File: config.mk
export PLATFORM = sky130hd
export DESIGN_NAME = cdt_timer
export DESIGN_NICKNAME = d
export VERILOG_FILES = /design/src/rtl/cdt_pkg.sv /design/src/rtl/cdt_ctrl_regs.sv /design/src/rtl/cdt_down_counter.sv /design/src/rtl/cdt_irq_out.sv /design/src/rtl/cdt_timer.sv
export SDC_FILE = /design/constraint.sdc
export NUM_CORES = 1
export LEC_CHECK = 0
export CORE_MARGIN = 5
export CORE_UTILIZATION = 33
export DETAILED_ROUTE_END_ITERATION = 10
export PLACE_DENSITY = 0.56
export SYNTH_ARGS = -nofsm -noshare
export SYNTH_HDL_FRONTEND = slang
export SYNTH_SLANG_ARGS = --single-unit
File: constraint.sdc
create_clock -name clk -period 2.1 [get_ports clk]
set_clock_uncertainty 0.15 [all_clocks]
set_input_delay 0.21 -clock clk [delete_from_list [all_inputs] [get_ports clk]]
set_output_delay 0.21 -clock clk [all_outputs]
set_load 0.02 [all_outputs]
File: src/rtl/cdt_pkg.sv
package cdt_pkg;
   // control register field positions
   localparam int CTRL_EN_BIT   = 7;
   localparam int CTRL_MODE_BIT = 6;
   localparam int CTRL_IE_BIT   = 5;
   localparam int CTRL_RSV_LO   = 2;
   localparam int CTRL_RSV_HI   = 4;
   // flag register field position
   localparam int FLAG_TF_BIT   = 3;

   typedef enum logic {
      IRQ_LEVEL = 1'b0,
      IRQ_PULSE = 1'b1
   } irq_mode_e;
endpackage

File: src/rtl/cdt_ctrl_regs.sv
module cdt_ctrl_regs
   import cdt_pkg::*;
#(
   parameter int ADDR_W = 8,
   parameter int DATA_W = 8,
   parameter int CNT_W  = 8,
   parameter int SEL_W  = 2,
   parameter logic [ADDR_W-1:0] FLAG_ADDR = 8'h0F,
   parameter logic [ADDR_W-1:0] VAL_ADDR  = 8'h10,
   parameter logic [ADDR_W-1:0] CTRL_ADDR = 8'h11
) (
   input  logic              clk,
   input  logic              rst_n,
   input  logic              we,
   input  logic [ADDR_W-1:0] addr,
   input  logic [DATA_W-1:0] wdata,
   input  logic              expire,
   input  logic [CNT_W-1:0]  cnt,
   output logic              te,
   output logic              ie,
   output irq_mode_e         mode,
   output logic [SEL_W-1:0]  sel,
   output logic              tf,
   output logic              val_wr,
   output logic [DATA_W-1:0] rdata
);
   logic              flag_wr;
   logic              ctrl_wr;
   logic              te_q;
   logic              ie_q;
   irq_mode_e         mode_q;
   logic [SEL_W-1:0]  sel_q;
   logic              tf_q;
   logic              unused_wbits;

   assign flag_wr = we && (addr == FLAG_ADDR);
   assign ctrl_wr = we && (addr == CTRL_ADDR);
   assign val_wr  = we && (addr == VAL_ADDR);
   assign unused_wbits = ^wdata;

   always_ff @(posedge clk) begin
      if (!rst_n) begin
         te_q   <= 1'b0;
         ie_q   <= 1'b0;
         mode_q <= IRQ_LEVEL;
         sel_q  <= '0;
      end else if (ctrl_wr) begin
         te_q   <= wdata[CTRL_EN_BIT];
         ie_q   <= wdata[CTRL_IE_BIT];
         mode_q <= irq_mode_e'(wdata[CTRL_MODE_BIT]);
         sel_q  <= wdata[SEL_W-1:0];
      end
   end

   // sticky flag: hardware only sets, software only clears; set wins
   always_ff @(posedge clk) begin
      if (!rst_n) begin
         tf_q <= 1'b0;
      end else if (expire) begin
         tf_q <= 1'b1;
      end else if (flag_wr && !wdata[FLAG_TF_BIT]) begin
         tf_q <= 1'b0;
      end
   end

   always_comb begin
      rdata = '0;
      if (addr == FLAG_ADDR) begin
         rdata[FLAG_TF_BIT] = tf_q;
      end else if (addr == VAL_ADDR) begin
         rdata[CNT_W-1:0] = cnt;
      end else if (addr == CTRL_ADDR) begin
         rdata[CTRL_EN_BIT]   = te_q;
         rdata[CTRL_MODE_BIT] = mode_q;
         rdata[CTRL_IE_BIT]   = ie_q;
         rdata[SEL_W-1:0]     = sel_q;
      end
   end

   assign te   = te_q;
   assign ie   = ie_q;
   assign mode = mode_q;
   assign sel  = sel_q;
   assign tf   = tf_q;
endmodule

File: src/rtl/cdt_down_counter.sv
module cdt_down_counter #(
   parameter int CNT_W = 8,
   parameter int N_SRC = 4,
   parameter int SEL_W = 2
) (
   input  logic             clk,
   input  logic             rst_n,
   input  logic [N_SRC-1:0] tick_en,
   input  logic [SEL_W-1:0] sel,
   input  logic             te,
   input  logic             load,
   input  logic [CNT_W-1:0] load_val,
   output logic [CNT_W-1:0] cnt,
   output logic             sel_tick,
   output logic             expire
);
   localparam logic [CNT_W-1:0] ONE = {{(CNT_W-1){1'b0}}, 1'b1};

   logic [N_SRC-1:0] hit;
   logic [CNT_W-1:0] cnt_q;
   logic [CNT_W-1:0] reload_q;

   // one-hot qualified tick select
   for (genvar i = 0; i < N_SRC; i++) begin : g_src
      assign hit[i] = tick_en[i] && (sel == SEL_W'(i));
   end

   assign sel_tick = te && (|hit);
   assign expire   = sel_tick && !load && (cnt_q == ONE);

   always_ff @(posedge clk) begin
      if (!rst_n) begin
         cnt_q    <= '0;
         reload_q <= '0;
      end else if (load) begin
         cnt_q    <= load_val;
         reload_q <= load_val;
      end else if (sel_tick) begin
         if (cnt_q == '0) begin
            cnt_q <= reload_q;
         end else begin
            cnt_q <= cnt_q - ONE;
         end
      end
   end

   assign cnt = cnt_q;
endmodule

File: src/rtl/cdt_irq_out.sv
module cdt_irq_out
   import cdt_pkg::*;
#(
   parameter int PULSE_CAP = 16,
   parameter bit REG_OUT   = 1'b0
) (
   input  logic      clk,
   input  logic      rst_n,
   input  logic      te,
   input  logic      ie,
   input  irq_mode_e mode,
   input  logic      tf,
   input  logic      expire,
   input  logic      sel_tick,
   input  logic      ext_irq,
   output logic      irq_n
);
   localparam int PW = $clog2(PULSE_CAP + 1);
   localparam logic [PW-1:0] CAP   = PW'(PULSE_CAP);
   localparam logic [PW-1:0] P_ONE = {{(PW-1){1'b0}}, 1'b1};

   logic          pulse_ok;
   logic [PW-1:0] pcnt_q;
   logic          tmr_irq;
   logic          irq_req;

   assign pulse_ok = te && ie && (mode == IRQ_PULSE);

   always_ff @(posedge clk) begin
      if (!rst_n) begin
         pcnt_q <= '0;
      end else if (!pulse_ok) begin
         pcnt_q <= '0;
      end else if (expire) begin
         pcnt_q <= CAP;
      end else if (sel_tick) begin
         pcnt_q <= '0;
      end else if (pcnt_q != '0) begin
         pcnt_q <= pcnt_q - P_ONE;
      end
   end

   always_comb begin
      if (mode == IRQ_PULSE) begin
         tmr_irq = pulse_ok && (pcnt_q != '0);
      end else begin
         tmr_irq = ie && tf;
      end
   end

   assign irq_req = ext_irq || tmr_irq;

   if (REG_OUT) begin : g_reg_out
      logic irq_q;
      always_ff @(posedge clk) begin
         if (!rst_n) irq_q <= 1'b1;
         else        irq_q <= !irq_req;
      end
      assign irq_n = irq_q;
   end else begin : g_comb_out
      assign irq_n = !irq_req;
   end
endmodule

File: src/rtl/cdt_timer.sv
module cdt_timer
   import cdt_pkg::*;
#(
   parameter int ADDR_W    = 8,
   parameter int DATA_W    = 8,
   parameter int CNT_W     = 8,
   parameter int N_SRC     = 4,
   parameter int PULSE_CAP = 16,
   parameter bit REG_OUT   = 1'b0,
   parameter logic [ADDR_W-1:0] FLAG_ADDR = 8'h0F,
   parameter logic [ADDR_W-1:0] VAL_ADDR  = 8'h10,
   parameter logic [ADDR_W-1:0] CTRL_ADDR = 8'h11
) (
   input  logic              clk,
   input  logic              rst_n,
   input  logic              bus_we,
   input  logic [ADDR_W-1:0] bus_addr,
   input  logic [DATA_W-1:0] bus_wdata,
   output logic [DATA_W-1:0] bus_rdata,
   input  logic [N_SRC-1:0]  tick_en,
   input  logic              ext_irq,
   output logic              irq_n
);
   localparam int SEL_W = (N_SRC > 1) ? $clog2(N_SRC) : 1;

   if (CNT_W > DATA_W) begin : g_chk_cnt
      $error("cdt_timer: CNT_W must not exceed DATA_W");
   end
   if (DATA_W < 8) begin : g_chk_data
      $error("cdt_timer: control layout needs DATA_W >= 8");
   end
   if (N_SRC < 2 || N_SRC > 4) begin : g_chk_src
      $error("cdt_timer: rate select field holds 2 to 4 sources");
   end
   if (PULSE_CAP < 1) begin : g_chk_cap
      $error("cdt_timer: PULSE_CAP must be at least 1");
   end

   logic             te_w;
   logic             ie_w;
   irq_mode_e        mode_w;
   logic [SEL_W-1:0] sel_w;
   logic             tf_w;
   logic             val_wr_w;
   logic [CNT_W-1:0] cnt_w;
   logic             sel_tick_w;
   logic             expire_w;

   cdt_ctrl_regs #(
      .ADDR_W(ADDR_W), .DATA_W(DATA_W), .CNT_W(CNT_W), .SEL_W(SEL_W),
      .FLAG_ADDR(FLAG_ADDR), .VAL_ADDR(VAL_ADDR), .CTRL_ADDR(CTRL_ADDR)
   ) u_regs (
      .clk   (clk),
      .rst_n (rst_n),
      .we    (bus_we),
      .addr  (bus_addr),
      .wdata (bus_wdata),
      .expire(expire_w),
      .cnt   (cnt_w),
      .te    (te_w),
      .ie    (ie_w),
      .mode  (mode_w),
      .sel   (sel_w),
      .tf    (tf_w),
      .val_wr(val_wr_w),
      .rdata (bus_rdata)
   );

   cdt_down_counter #(
      .CNT_W(CNT_W), .N_SRC(N_SRC), .SEL_W(SEL_W)
   ) u_cnt (
      .clk     (clk),
      .rst_n   (rst_n),
      .tick_en (tick_en),
      .sel     (sel_w),
      .te      (te_w),
      .load    (val_wr_w),
      .load_val(bus_wdata[CNT_W-1:0]),
      .cnt     (cnt_w),
      .sel_tick(sel_tick_w),
      .expire  (expire_w)
   );

   cdt_irq_out #(
      .PULSE_CAP(PULSE_CAP), .REG_OUT(REG_OUT)
   ) u_irq (
      .clk     (clk),
      .rst_n   (rst_n),
      .te      (te_w),
      .ie      (ie_w),
      .mode    (mode_w),
      .tf      (tf_w),
      .expire  (expire_w),
      .sel_tick(sel_tick_w),
      .ext_irq (ext_irq),
      .irq_n   (irq_n)
   );
endmodule

* Word-level counts from Yosys, hierarchy flattened
Cells that the tools add are included.
Operators by class: $add $sub $neg 2, multiply operators 0, divide/modulo/power cells 0, order comparisons 0, equal/unequal tests 7, shifts and indexed selects 0, mux-type cells 17, bitwise logic cells 2, reductions and logical operators 28
Operator list (count):
- $mux W8 | 3
- $eq A8 B5 Y1 const B | 2
- $logic_and A1 B1 Y1 | 15
- $mux W5 | 3
- $mux W3 | 4
- $eq A8 B1 Y1 const B | 1
- $eq A8 B4 Y1 const B | 1
- $logic_not A8 Y1 | 1
- $reduce_or A4 Y1 | 2
- $sub A8 B1 Y8 const B | 1
- $reduce_bool A5 Y1 | 1
- $sub A5 B1 Y5 const B | 1
- $eq A2 B2 Y1 const B | 2
- $mux W1 | 4
- $mux W2 | 2
- $mux W4 | 1
- $reduce_bool A2 Y1 | 2
- $logic_not A1 Y1 | 3
- $reduce_bool A3 Y1 | 1
- $eq A2 B1 Y1 const B | 1
- $logic_not A2 Y1 | 1
- $not A1 Y1 | 2
- $reduce_and A2 Y1 | 1
- $logic_or A1 B1 Y1 | 1
Word-level totals: bits in registers 27, latch bits 0, memory bits (writable) 0, memory bits (read-only) 0, input bits 24, word-level logic and storage cells 65, memories 0

* Longest topological paths before layout
depth after elaboration 7, mapped depth 8, depth with buffers taken out 6

* Hierarchy
From an unflattened synthesis, not the netlist that was laid out.
Second synthesis, totals: cell total of the unflattened synthesis 187, area, all modules 1647.8 µm²
Modules (own cells, without submodules):
- cdt_down_counter | times used 1, cells an instance 110, area an instance 972.2 µm², seq. area each 320.3 µm²
- cdt_ctrl_regs | times used 1, cells an instance 49, area an instance 412.9 µm², seq. area each 120.1 µm²
- cdt_irq_out | times used 1, cells an instance 28, area an instance 262.8 µm², seq. area each 100.1 µm²

* Worst setup path before layout
OpenSTA, ideal clock, no wires.
kind reg2out, from register u_irq.pcnt_q[0], to output irq_n, arrival 1665 ps, setup slack 75 ps, stages on the path, launching flop included 7, buffers on the path 0, cells stage by stage dfxtp_1 inv_1 ha_1 or3b_1 nor2_1 o22ai_1 a21oi_1
Between the ends: cells in the longest elaborated chain, start to end 5
RTL lines:
- start, declared | line cdt_irq_out.sv:23 | logic [PW-1:0] pcnt_q;
- start signal, assigned | line cdt_irq_out.sv:39 | pcnt_q <= pcnt_q - P_ONE;
- $reduce_bool A5 Y1 | line cdt_irq_out.sv:45 | tmr_irq = pulse_ok && (pcnt_q != '0);
- $logic_and A1 B1 Y1 | line cdt_irq_out.sv:45
- $mux W1 | line cdt_irq_out.sv:44 | if (mode == IRQ_PULSE) begin
- $logic_or A1 B1 Y1 | line cdt_irq_out.sv:51 | assign irq_req = ext_irq || tmr_irq;
- $logic_not A1 Y1 | line cdt_irq_out.sv:61 | assign irq_n = !irq_req;
- end, declared | line cdt_timer.sv:22 | output logic irq_n
Every way passes these cells.

* Worst setup path after layout
Same ends and word-level chain as after synthesis.

==> reports/results.ini <==
[status]
status = completed

[logic_synthesis]
ys.flop_type = dfxtp_1
synth_fp_nets = 222
synth_area_sq_um = 1573
async_flop_share_pct = 0
synth_seq_area_share_pct = 34.37
synthTopCellsByArea = dfxtp_1 34%, a21boi_1 6.7%, nand2_1 6.2%, a21oi_1 3.5%, a22o_1 3.3%
synth.distinct_cells = 48
netlist.area_leader.share_pct = 34.37
syn_inst = 194
yosysTopAreaCell = dfxtp_1
synth_edf_count = 0
synth_area_per_cell_sq_um = 8.107
ys_ff_latch = 27
yosys_warnings = 0

[floorplanning]
start_util_pct = 33.74
die-area_sq_um = 6247
core-area_sq_um = 4661
fp.dieW_um = 79.04
boundaryPins = 33
rows = 25
die_h_um = 79.04

[clock_tree]
root_buffer = clkbuf_8
clockBufferDepth = 2
cts.sinks = 27
cts_buffers = 3
cts_tree = done
clock_latency_ns = 0.27
cts_hold_buf = 0
htree_levels = 1
clkTransAtPathRegs_ns = 0.09

[global_routing]
track_usage_pct = 14.90
grt_max_degree = 16
grt_pass1_wl_um = 7521
grt_pass1_vias = 1664
antenna_found_initial = 0
overflow = 0

[pwr]
p_per_area_nw_per_um2 = 401.7
finalPower_mw = 0.9153
p_leak_nw = 0.9109
ir_drop_mv = 0.1818

[final_layout]
fillers = 455
layout_common_cells = 36 x buf_4, 26 x nand2_1, 25 x dfxtp_1, 19 x clkdlybuf4s50_1, 14 x a21boi_1
drive_gt1_share_pct = 24.30
post-route-cell-area_sq_um = 2278
fin_cells = 305
finish.utilization_pct = 48.89
final_common_cell = buf_4
nets = 280
antenna_cells = 0
area_delta_synth_final_pct = 44.87

[sta]
max-slew-margin-rel_pct = 71.61
worstMarginPinSlew_ns = 0.4258
max_freq_mhz = 494.2
post-route-min-period_ns = 2.023
fin_crit_sh_pct = 96.35
drv_slew = 0
hold_violations = 0
setup_viol = 0

[route]
drc = 0
wirelength_um = 4543
vias = 1624
routedWlPerCell_um = 14.90
drtAntennaViolNets = 0
vias_per_cell = 5.325
first_pass_iters = 4
first_iter_violations = 59

[critical_path]
critical_path_class = reg -> out
start_kind = register
crit_path_max_fanout = 2
cp.arrival_ns = 1.66
crit_start = u_irq.pcnt_q[0]
required_ns = 1.74
cp-end-kind = primary output
r2r_start = u_cnt.cnt[1]

[min_path]
hold_path.class = in -> reg
hold_start = bus_addr[4]

[place]
io_buffers = 32
dp.cells = 297
place_area_sq_um = 2140
dpl.hpwl_um = 3424
gp_congestion = 0.7598

[run]
cap_violations = 0

[critical path, cell delays in order, from the launching register on]
cell and delay [ns]:
dfxtp_2 0.34, inv_2 0.08, ha_4 0.13, or3b_4 0.39, nor2_4 0.13, o22ai_2 0.07
a21oi_2 0.13, buf_6 0.13
[cells by family (layout without fill, tap and decap cells)]
kind of cell / after synthesis / count (layout) / share of synthesized area (%)
compound gates: 62 / 62 / 27.76
flops: 27 / 27 / 34.37
mux: 2 / 2 / 1.432
simple gates: 72 / 72 / 24.27
xor+xnor: 6 / 6 / 3.341
buf+inv: 21 / 78 / 5.649
fa+ha+maj: 4 / 4 / 3.182
[per-stage QoR]
| stage | hold WS [ns] | worst slack, ns | TNS [ns] |
|---|---|---|---|
| final | 0.2423 | 0.07667 | 0 |
| after global routing | 0.3038 | -0.01865 | -0.01865 |
| after CTS | 0.3137 | -0.08406 | -0.08406 |
| after detailed placement | 0.2993 | -0.5093 | -3.467 |
| after global placement | 0.2946 | -0.4648 | -3.320 |
| after floorplan | 0.1924 | 0.07473 | 0 |
[Yosys cell counts, types with 2 or more instances]
| cell type | instances |
|---|---|
| dfxtp_1 | 27 |
| nand2_1 | 26 |
| a21boi_1 | 14 |
| a21oi_1 | 11 |
| clkbuf_1 | 10 |
| nand3_1 | 10 |
| inv_1 | 8 |
| nor3_1 | 7 |
| a22o_1 | 6 |
| o21ai_0 | 6 |
| xnor2_1 | 6 |
| and3_1 | 4 |
| ha_1 | 4 |
| o211ai_1 | 4 |
| nand4_1 | 3 |
| nor2b_1 | 3 |
| nor4_1 | 3 |
| o21ai_1 | 3 |
| a211oi_1 | 2 |
| and2_1 | 2 |
| buf_2 | 2 |
| mux2_1 | 2 |
| nor2_1 | 2 |
| o21a_1 | 2 |
| o31ai_1 | 2 |
| or3_1 | 2 |
| or3b_1 | 2 |
[sequential cells by signal, indices dropped and copies added, names as in the netlist]
signal and cells:
u_cnt.cnt 8, u_cnt.reload_q 8, u_irq.pcnt_q 5, u_regs.sel 2, u_regs.ie 1, u_regs.mode 1
u_regs.te 1, u_regs.tf 1
[repair_timing]
action,4_1_cts,5_1_grt
resized for setup,38,21
pin swaps,0,5
endpoints found under the hold margin,0,0
buffers inserted,2,2
setup endpoints to repair,9,9
[path summary, 6_finish.rpt]
| check | slack [ns] | endpoint | cells after the start |
|---|---|---|---|
| worst max-delay path | 0.08 | irq_n | 7 |
| worst min-delay path | 0.24 | u_regs.tf | 4 |
| worst max register to register | 0.18 | u_cnt.cnt[3] | 6 |
| worst min register to register | 0.31 | u_cnt.reload_q[1] | 2 |
[area by class of cell]
type                       instances  area, sq um  area share (%)
clock buffer                       4        45.04           1.977
inverter                           8        30.03           1.318
multi-input combinational        146         1012           44.43
sequential                        27        543.0           23.83
tap                               54        67.56           2.965
timing repair buffer              66        580.6           25.48
[power by group]
part	switching (mW)	internal, mW	total [mW]
clock network	0.164	0.136	0.300
registers	0.000528	0.512	0.513
logic	0.0414	0.0615	0.103
total	0.206	0.710	0.915
[metal layers]
metal  track usage [%]  vias up  wire [um]
li1                  -      822          -
met5                 0        -          0
met3             2.834        2        180
met4             4.296        0         21
met2             25.67       26       2139
met1             18.82      774       2202
No activity file was read; power rests on OpenSTA's default activity.
